`src/rtl/cr_pkg.sv`:
```
package cr_pkg;
  typedef enum logic [2:0] {
    LS_I   = 3'd0,
    LS_S   = 3'd1,
    LS_M   = 3'd2,
    LS_PU  = 3'd3,
    LS_PWM = 3'd4,
    LS_PWB = 3'd5
  } line_st_e;

  typedef enum logic [1:0] {
    OP_FILL  = 2'd0,
    OP_WRITE = 2'd1,
    OP_EVICT = 2'd2,
    OP_NONE  = 2'd3
  } cpu_op_e;

  typedef enum logic [1:0] {
    RK_UPG    = 2'd0,
    RK_WRMISS = 2'd1,
    RK_WB     = 2'd2
  } req_kind_e;
endpackage

```
`src/rtl/cr_line_fsm.sv`:
```
module cr_line_fsm
  import cr_pkg::*;
(
  input  logic     clk,
  input  logic     rst,
  input  logic     op_hit,
  input  cpu_op_e  op,
  input  logic     ack_hit,
  input  logic     inv_hit,
  input  logic     inv_mine,
  output line_st_e st
);
  line_st_e after_op, after_ack, nxt;

  always_comb begin
    after_op = st;
    if (op_hit) begin
      unique case (op)
        OP_FILL:  if (st == LS_I) after_op = LS_S;
        OP_WRITE: begin
          if (st == LS_S)      after_op = LS_PU;
          else if (st == LS_I) after_op = LS_PWM;
        end
        OP_EVICT: begin
          if (st == LS_M)      after_op = LS_PWB;
          else if (st == LS_S) after_op = LS_I;
        end
        default: ;
      endcase
    end
  end

  always_comb begin
    after_ack = after_op;
    if (ack_hit) begin
      unique case (after_op)
        LS_PU, LS_PWM: after_ack = LS_M;
        LS_PWB:        after_ack = LS_I;
        default: ;
      endcase
    end
  end

  always_comb begin
    nxt = after_ack;
    if (inv_hit) begin
      unique case (after_ack)
        LS_S, LS_M: nxt = LS_I;
        LS_PU:      if (!inv_mine) nxt = LS_PWM;
        default: ;
      endcase
    end
  end

  always_ff @(posedge clk) begin
    if (rst) st <= LS_I;
    else     st <= nxt;
  end


  pwb_hold_chk: assert property (@(posedge clk) disable iff (rst)
    (inv_hit && !ack_hit && !op_hit && st == LS_PWB) |=> st == LS_PWB);

  lost_race_chk: assert property (@(posedge clk) disable iff (rst)
    (inv_hit && !ack_hit && !op_hit && !inv_mine && st == LS_PU) |=> st == LS_PWM);

  won_race_chk: assert property (@(posedge clk) disable iff (rst)
    (inv_hit && !ack_hit && !op_hit && inv_mine && st == LS_PU) |=> st == LS_PU);

  legal_state_chk: assert property (@(posedge clk) disable iff (rst)
    st inside {LS_I, LS_S, LS_M, LS_PU, LS_PWM, LS_PWB});
endmodule

```
`src/rtl/cr_pending.sv`:
```
module cr_pending #(
  parameter int LINE_W = 2
) (
  input  logic              clk,
  input  logic              rst,
  input  logic              issue,
  input  logic [LINE_W-1:0] issue_line,
  input  logic              ack_in,
  input  logic [LINE_W-1:0] ack_line,
  output logic              pend_valid,
  output logic [LINE_W-1:0] pend_line,
  output logic              ack_match
);
  assign ack_match = ack_in && pend_valid && (ack_line == pend_line);

  always_ff @(posedge clk) begin
    if (rst) begin
      pend_valid <= 1'b0;
      pend_line  <= '0;
    end else if (issue) begin
      pend_valid <= 1'b1;
      pend_line  <= issue_line;
    end else if (ack_match) begin
      pend_valid <= 1'b0;
    end
  end


  single_outstanding_chk: assert property (@(posedge clk) disable iff (rst)
    issue |-> !pend_valid);

  ack_clears_chk: assert property (@(posedge clk) disable iff (rst)
    ack_match |=> !pend_valid);
endmodule

```
`src/rtl/cr_msg_reg.sv`:
```
module cr_msg_reg #(
  parameter int LINE_W = 2
) (
  input  logic              clk,
  input  logic              rst,
  input  logic              issue,
  input  logic [1:0]        issue_kind,
  input  logic [LINE_W-1:0] issue_line,
  input  logic              grant,
  input  logic [LINE_W-1:0] grant_in_line,
  input  logic              inv_in,
  input  logic [LINE_W-1:0] inv_in_line,
  input  logic [2:0]        look_state,
  output logic              req_valid,
  output logic [1:0]        req_kind,
  output logic [LINE_W-1:0] req_line,
  output logic              grant_valid,
  output logic [LINE_W-1:0] grant_line,
  output logic              inv_ack_valid,
  output logic [LINE_W-1:0] inv_ack_line,
  output logic [2:0]        rd_state
);
  always_ff @(posedge clk) begin
    if (rst) begin
      req_valid     <= 1'b0;
      req_kind      <= '0;
      req_line      <= '0;
      grant_valid   <= 1'b0;
      grant_line    <= '0;
      inv_ack_valid <= 1'b0;
      inv_ack_line  <= '0;
      rd_state      <= '0;
    end else begin
      req_valid     <= issue;
      if (issue) begin
        req_kind <= issue_kind;
        req_line <= issue_line;
      end
      grant_valid   <= grant;
      if (grant) grant_line <= grant_in_line;
      inv_ack_valid <= inv_in;
      if (inv_in) inv_ack_line <= inv_in_line;
      rd_state      <= look_state;
    end
  end


  inv_ack_once_chk: assert property (@(posedge clk) disable iff (rst)
    inv_in |=> (inv_ack_valid && inv_ack_line == $past(inv_in_line)));

  no_spurious_ack_chk: assert property (@(posedge clk) disable iff (rst)
    !inv_in |=> !inv_ack_valid);
endmodule

```
`src/rtl/coh_race_ctl.sv`:
```
module coh_race_ctl
  import cr_pkg::*;
#(
  parameter int NUM_LINES = 4,
  parameter int ID_W      = 2,
  parameter int MY_ID     = 1,
  localparam int LINE_W   = (NUM_LINES > 1) ? $clog2(NUM_LINES) : 1
) (
  input  logic              clk,
  input  logic              rst,
  input  logic              cpu_valid,
  input  logic [1:0]        cpu_op,
  input  logic [LINE_W-1:0] cpu_line,
  input  logic              inv_valid,
  input  logic [LINE_W-1:0] inv_line,
  input  logic [ID_W-1:0]   inv_owner,
  input  logic              ack_valid,
  input  logic [LINE_W-1:0] ack_line,
  input  logic [LINE_W-1:0] rd_line,
  output logic              req_valid,
  output logic [1:0]        req_kind,
  output logic [LINE_W-1:0] req_line,
  output logic              grant_valid,
  output logic [LINE_W-1:0] grant_line,
  output logic              inv_ack_valid,
  output logic [LINE_W-1:0] inv_ack_line,
  output logic              busy,
  output logic [2:0]        rd_state
);
  line_st_e          st [NUM_LINES];
  logic              pend_valid, ack_match;
  logic [LINE_W-1:0] pend_line;
  cpu_op_e           op;
  logic              op_ok, inv_mine;
  line_st_e          cpu_st, pend_st;
  logic              issue, grant;
  req_kind_e         issue_kind;
  logic [LINE_W-1:0] grant_ln;

  assign op       = cpu_op_e'(cpu_op);
  assign op_ok    = cpu_valid && !pend_valid && !inv_valid && (op != OP_NONE);
  assign inv_mine = (inv_owner == ID_W'(MY_ID));
  assign cpu_st   = st[cpu_line];
  assign pend_st  = st[pend_line];

  always_comb begin
    issue      = 1'b0;
    issue_kind = RK_UPG;
    if (op_ok) begin
      if (op == OP_WRITE && cpu_st == LS_S) begin
        issue = 1'b1; issue_kind = RK_UPG;
      end else if (op == OP_WRITE && cpu_st == LS_I) begin
        issue = 1'b1; issue_kind = RK_WRMISS;
      end else if (op == OP_EVICT && cpu_st == LS_M) begin
        issue = 1'b1; issue_kind = RK_WB;
      end
    end
  end

  always_comb begin
    grant    = 1'b0;
    grant_ln = cpu_line;
    if (op_ok && op == OP_WRITE && cpu_st == LS_M) begin
      grant = 1'b1;
    end else if (ack_match && (pend_st == LS_PU || pend_st == LS_PWM)) begin
      grant    = 1'b1;
      grant_ln = pend_line;
    end
  end

  for (genvar i = 0; i < NUM_LINES; i++) begin : g_line
    cr_line_fsm u_fsm (
      .clk      (clk),
      .rst      (rst),
      .op_hit   (op_ok && cpu_line == LINE_W'(i)),
      .op       (op),
      .ack_hit  (ack_match && pend_line == LINE_W'(i)),
      .inv_hit  (inv_valid && inv_line == LINE_W'(i)),
      .inv_mine (inv_mine),
      .st       (st[i])
    );
  end

  cr_pending #(.LINE_W(LINE_W)) u_pend (
    .clk        (clk),
    .rst        (rst),
    .issue      (issue),
    .issue_line (cpu_line),
    .ack_in     (ack_valid),
    .ack_line   (ack_line),
    .pend_valid (pend_valid),
    .pend_line  (pend_line),
    .ack_match  (ack_match)
  );

  cr_msg_reg #(.LINE_W(LINE_W)) u_msg (
    .clk           (clk),
    .rst           (rst),
    .issue         (issue),
    .issue_kind    (issue_kind),
    .issue_line    (cpu_line),
    .grant         (grant),
    .grant_in_line (grant_ln),
    .inv_in        (inv_valid),
    .inv_in_line   (inv_line),
    .look_state    (st[rd_line]),
    .req_valid     (req_valid),
    .req_kind      (req_kind),
    .req_line      (req_line),
    .grant_valid   (grant_valid),
    .grant_line    (grant_line),
    .inv_ack_valid (inv_ack_valid),
    .inv_ack_line  (inv_ack_line),
    .rd_state      (rd_state)
  );

  assign busy = pend_valid;


  no_req_when_busy_chk: assert property (@(posedge clk) disable iff (rst)
    (busy && !ack_valid) |=> !req_valid);

  wb_no_grant_chk: assert property (@(posedge clk) disable iff (rst)
    (ack_match && pend_st == LS_PWB) |=> !grant_valid);
endmodule

```
`config.mk`:
```
export PLATFORM = sky130hd
export DESIGN_NAME = coh_race_ctl
export DESIGN_NICKNAME = d
export VERILOG_FILES = /design/src/rtl/cr_pkg.sv /design/src/rtl/cr_line_fsm.sv /design/src/rtl/cr_pending.sv /design/src/rtl/cr_msg_reg.sv /design/src/rtl/coh_race_ctl.sv
export SDC_FILE = /design/constraint.sdc
export NUM_CORES = 1
export LEC_CHECK = 0
export BUFFER_PORTS_ARGS = -buffer_cell sky130_fd_sc_hd__buf_2
export CAP_MARGIN = 20
export CORE_UTILIZATION = 57
export CTS_CLUSTER_DIAMETER = 80
export DETAILED_ROUTE_END_ITERATION = 10
export PLACE_DENSITY = 0.8
export SLEW_MARGIN = 20
export SYNTH_ARGS = -nofsm -noshare
export SYNTH_HDL_FRONTEND = slang
export SYNTH_SLANG_ARGS = --single-unit
export TNS_END_PERCENT = 5
```
`constraint.sdc`:
```
create_clock -name clk -period 3.2 [get_ports clk]
set_clock_uncertainty 0.05 [all_clocks]
set_input_delay 0.64 -clock clk [delete_from_list [all_inputs] [get_ports clk]]
set_output_delay 0.64 -clock clk [all_outputs]
set_load 0.005 [all_outputs]
```
# After elaboration in Yosys (flattened, before gate mapping)
# Cells that the tools add are included.
# W data, S select, Z words.
# op_classes
n_lt_le_gt_ge	3
eq_ne	50
muxes	71
bitwise_logic	3
reduce_logical	44
# op_table
operator	n
$mux W3	42
$eq A3 B2 Y1 const B	18
$pmux W3 S2	8
$pmux W3 S3	4
$eq A3 B1 Y1 const B	9
$eq A3 B3 Y1 const B	9
$logic_and A1 B1 Y1	23
$bmux W3 S2	3
$reduce_or A2 Y1	8
$logic_not A3 Y1	5
$eq A2 B2 Y1 const B	7
$mux W2	6
$eq A2 B1 Y1 const B	5
$ge A3 B3 Y1 const B	3
$not A2 Y3	3
$logic_not A2 Y1	4
$mux W1	8
$eq A2 B2 Y1	1
$logic_not A1 Y1	2
$ne A2 B2 Y1 const B	1
$reduce_bool A2 Y1	1
$logic_or A1 B1 Y1	1
# word_totals
ff_bits	27
in_bits	17
out_inout_bits	15

# Depth between registers and ports, before layout
# depth
word_depth	14
depth_mapped	9
depth_no_buf	6

# By module
# Synthesis repeated with hierarchy kept, for this count alone.
# hier_totals
hier_cells	220
area_unflattened_um2	2109.5
# modules_own_cells
module	n_inst	cells_per_inst	area_per_inst_um2	seq_area_each_um2
cr_line_fsm	4	30	264.0	60.1
coh_race_ctl	1	48	467.9	0.0
cr_msg_reg	1	38	446.7	280.3
cr_pending	1	14	138.9	60.1

# Worst setup path after synthesis
# OpenSTA, ideal clock, no wires.
# synth_path
kind	input to register
startpoint	input port inv_valid
endpoint	register g_line[2].u_fsm.st[0]
arrival_ns	2.274
required_time_ns	3.047
slack_ns	0.773
path_stages	7
n_path_buf	1
path_cell_list	buf_6 nor3b_4 nand4b_1 or4b_1 o211ai_2 nor2_1 a2111oi_2
# synth_between
elab_chain_len	13
# synth_lines
item	line	text
start, declared	coh_race_ctl.sv:14	input logic inv_valid,
$logic_not A1 Y1	coh_race_ctl.sv:41	assign op_ok = cpu_valid && !pend_valid && !inv_valid && (op != OP_NONE);
$logic_and A1 B1 Y1 (2 in a row)	coh_race_ctl.sv:41	
$logic_and A1 B1 Y1	coh_race_ctl.sv:75	.op_hit (op_ok && cpu_line == LINE_W'(i)),
$mux W3	cr_line_fsm.sv:17	if (op_hit) begin
$eq A3 B2 Y1 or $eq A3 B3 Y1 (tied branches)	cr_line_fsm.sv:36	unique case (after_op)
$reduce_or A2 Y1	cr_line_fsm.sv:36	
$pmux W3 S2	cr_line_fsm.sv:36	
$mux W3	cr_line_fsm.sv:35	if (ack_hit) begin
$eq A3 B1 Y1 or $eq A3 B2 Y1 (tied branches)	cr_line_fsm.sv:47	unique case (after_ack)
$reduce_or A2 Y1	cr_line_fsm.sv:47	
$pmux W3 S2	cr_line_fsm.sv:47	
$mux W3 (*)	cr_line_fsm.sv:46	if (inv_hit) begin
end signal, assigned	cr_line_fsm.sv:57	else st <= nxt;
end, declared	cr_line_fsm.sv:11	output line_st_e st
# Every way passes the cells marked *; elsewhere a longest branch is shown, timed or not.
# A chain may end at the register's enable or synchronous reset.

# Worst setup path after layout
# Ends and elaborated chain as after synthesis.

==> summary by stage <==
Power
The switching component of the power is 0.176 mW. The part of the power in the clock network is 26.4%. The leakage power of the design is 0.802 nW. The part of the total power dissipated in combinational logic is 15.8%. The worst IR drop on VDD is 311 uV. Per report_power, the sequential group accounts for 57.7% of the total. The design draws 0.604 mW. Cell internal power was estimated by the tool at 0.428 mW. Power spread over the standard cell area amounts to 282 nW/um^2.

The fraction of power spent switching nets is 29.1%.

Floorplan
The core footprint is 3360 um^2. The die is 61.4 um wide. The initial cell density of the core is 59.8%.

For this design the top-level I/O count stands at 32. The floorplan has 21 rows. The die is 61.4 um tall.

The floorplan step defined a die boundary enclosing 3770 um^2.

CTS
In this run, post-CTS repair resized a total of 0 instances. The maximum level of the CTS H-tree is 1. The clock latency on the worst-skew pair is 0.34 ns. CTS saw 27 sinks.

The CTS tree is yes. The clock passes through at most 2 buffers. The root buffer cell is clkbuf_4. The number of hold buffers added after CTS was 0. The CTS clock-pin slew for the worst setup and hold paths is 0.16 ns. The number of buffers added for setup after CTS is 0. Counting the buffers created by CTS gives 3.

Timing
The final critical path takes up 71.7% of the cycle. After routing, the total negative slack on setup checks comes to 0 ns. The number of max-slew violations in the final report is 0. Setup violations remaining at the end of the flow were counted as 0. The final hold violation count is 0.

The post-layout minimum cycle time is 2.30 ns. At the pin with the least slew margin, the transition time is 0.619 ns. The hold slack is 0.411 ns.

The relative slew slack is 58.4%. Setup repair after global routing left no endpoint under its margin. Derived from the worst setup path, the maximum achievable clock frequency is 436 MHz. The least setup slack across all paths after layout is 0.905 ns.

Placed design
The count of input and output buffers is 31. Detailed placement ended at an HPWL of 3.38 mm. The routability congestion estimate is 0.884. The worst slack at placement is 0.534 ns. The cell area reported after detailed placement is 2110 um^2.

Routing
Once detail routing completed, the nets flagged for antenna violations numbered 0. Dividing the detail-routed via count by the number of cells gives 6.16. The routed design has 4.57 mm of wire. The mean routed wirelength per cell is 15.6 um.

The total via count after detailed routing is 1812. The first routing iteration left 116 violations. The first detailed-routing pass ran for 4 iterations. The DRC violation count after routing is 0.

Layout
The layout has 319 filler cells. The library cell used most frequently in the layout, excluding fill and tap cells, is buf_2. The number of nets in the layout is 266.

The antenna cell count is 0. The library cells used most frequently in the layout, excluding fill and tap cells, are 31 x buf_2, 27 x dfxtp_1, 25 x nor2_1. From synthesis to final layout, the design area changed by 6.53%. The post-route netlist has 24.2% of its cells at a drive strength greater than 1. The finished cells cover 2140 um^2.

Global route
The leftover overflow at the end of global routing is 0. The total routing resource utilization after global routing is 27.4%. The initial antenna violation count is 0.

The maximum number of pins on one net before global-route repair is 31. The first global-routing pass estimated 7.56 mm of wire. The number of global-route vias before repair is 1598.

Yosys
The count of different cell masters after synthesis is 59. The share of flip-flops with an asynchronous set or reset after synthesis is 0%. The number of warnings issued by yosys is 0. The number of enable-type register cells in the synthesized netlist is 0. The synthesized instance count is 225.

In this run, synthesis produced a sequential element count of 27. The sequential area share after synthesis is 26.9%. Counting every net in the synthesized netlist gives 242.

After synthesis the cells add up to 2010 um^2. Each instance of the synthesized netlist takes up on average 8.94 um^2. The most used flip-flop cell after synthesis is dfxtp_1.

Worst setup path
STA classifies the critical path startpoint as an input port. The critical register-to-register path endpoint is g_line[0].u_fsm.st[2]. The capturing element type of the critical path is a flop.

The critical path starts at inv_valid. The arrival time at the worst endpoint is 2.50 ns. The length in cells of the worst reg-to-reg path is 6.

Along the worst path, the maximum fanout reaches 9. The setup slack of the most critical reg-to-reg path is 0.93 ns. In this run the critical register-to-register path is launched from u_pend.pend_line[0]. The category of the critical setup timing path is input port to flop.

Data on the critical path is required at its endpoint by 3.41 ns.

Worst hold path
In this run the most critical hold path is launched from u_msg.req_kind[1]. The path category of the worst min-delay check is flop to flop. The cell count of the worst hold path is 2. The path with the worst hold slack has its endpoint at u_msg.req_kind[1].

Flow run
The total of max-cap violations is 0.

Outcome
The flow ran to the end, and the final reports show no timing, DRC or antenna violations.
==> cell families (layout without fill, tap and decap cells) <==
| kind of cell | count (synthesis) | count (layout) | synth area share (%) |
|---|---|---|---|
| AND/OR/NAND/NOR | 98 | 98 | 28.0 |
| AO/OA/AOI/OAI | 57 | 57 | 21.8 |
| flip-flops | 27 | 27 | 26.9 |
| buffers and inverters | 23 | 46 | 7.77 |
| multiplexers | 19 | 19 | 15.0 |
| XOR/XNOR | 1 | 1 | 0.435 |
==> registers in the layout, indices dropped and copies added, names as in the netlist <==
signal,count
g_line.u_fsm.st,12
u_msg.rd_state,3
u_msg.grant_line,2
u_msg.inv_ack_line,2
u_msg.req_kind,2
u_pend.pend_line,2
u_msg.grant_valid,1
u_msg.inv_ack_valid,1
u_msg.req_valid,1
u_pend.pend_valid,1
==> power groups by stage <==
stage,registers (mW),logic [mW],clock network (mW)
3_5_place_dp,0.356,0.0946,0
2_1_floorplan,0.354,0.0730,0
6_report,0.349,0.0956,0.160
5_1_grt,0.350,0.105,0.179
4_1_cts,0.349,0.0950,0.165
3_3_place_gp,0.356,0.0934,0
==> synthesized netlist by cell type (2+ instances only) <==
| library cell | instances | area, um^2 |
|---|---|---|
| clkbuf_1 | 5 | 18.8 |
| o31ai_1 | 3 | 22.5 |
| a21o_1 | 2 | 15.0 |
| nor3_1 | 10 | 50.1 |
| nand2b_1 | 7 | 43.8 |
| nand4_1 | 2 | 12.5 |
| dfxtp_1 | 27 | 541 |
| inv_1 | 10 | 37.5 |
| and3b_1 | 2 | 17.5 |
| o21bai_1 | 2 | 15.0 |
| or2_2 | 2 | 12.5 |
| mux4_2 | 9 | 203 |
| a21oi_1 | 15 | 75.1 |
| nand3b_1 | 2 | 15.0 |
| nand2_1 | 14 | 52.6 |
| mux2i_1 | 10 | 100 |
| nor2b_1 | 7 | 43.8 |
| o21ai_0 | 6 | 30.0 |
| nand4b_1 | 3 | 26.3 |
| nor4_1 | 3 | 18.8 |
| a211oi_1 | 3 | 22.5 |
| clkbuf_8 | 4 | 55.1 |
| a22oi_1 | 2 | 15.0 |
| a2111oi_2 | 2 | 30.0 |
| or4_1 | 2 | 15.0 |
| o22ai_1 | 2 | 12.5 |
| nor3b_1 | 3 | 22.5 |
| a41oi_1 | 3 | 26.3 |
| buf_6 | 4 | 45.0 |
| nand3_1 | 3 | 15.0 |
| and2b_2 | 2 | 17.5 |
| nor2_1 | 25 | 93.8 |
| o41ai_1 | 2 | 17.5 |
| or3_1 | 2 | 12.5 |
==> how the worst max path moves through the flow <==
stage                            end  slack, ns  depth (start not counted)
2_1_floorplan  g_line[2].u_fsm.st[0]       0.77                          7
3_3_place_gp   g_line[0].u_fsm.st[0]       0.61                          7
3_5_place_dp   g_line[0].u_fsm.st[0]       0.53                          7
4_1_cts        g_line[0].u_fsm.st[0]       0.91                          7
5_1_grt        g_line[2].u_fsm.st[0]       0.73                          7
6_report       g_line[2].u_fsm.st[0]       0.90                          7
==> per-layer routing <==
layer / part of all wire, % / global-route usage, % / wire length (um) / vias to the layer above
met5: 0 / 0 / 0 / -
met4: 2.0 / 11.7 / 93 / 0
met3: 7.9 / 6.09 / 360 / 9
met2: 46 / 41.6 / 2120 / 72
met1: 44 / 37.5 / 2000 / 832
li1: - / - / - / 899
==> final cells by class <==
| type | instances | area [um^2] | area share, % |
|---|---|---|---|
| clock inverters | 1 | 7.51 | 0.350 |
| multi-input cells | 175 | 1320 | 61.4 |
| flip-flops and latches | 27 | 541 | 25.2 |
| repair buffers | 32 | 163 | 7.59 |
| well taps | 46 | 57.6 | 2.69 |
| inverters | 10 | 37.5 | 1.75 |
| clock buffers | 3 | 22.5 | 1.05 |
==> worst max-delay path, stage by stage <==
cell and delay [ns]:
buf_2 0.16, nor3b_4 0.37, nand4b_1 0.25, or4b_1 0.54
o211ai_2 0.13, nor2_1 0.10, a2111oi_2 0.32
==> metrics by stage <==
| stage | util, % | instances |
|---|---|---|
| floorplan | - | 225 |
| global placement | 62.8 | 290 |
| detailed placement | 62.8 | 290 |
| CTS | 63.7 | 294 |
| global route | 63.7 | 294 |
| finish | 63.7 | 294 |
(Power assumes the default switching activity.)
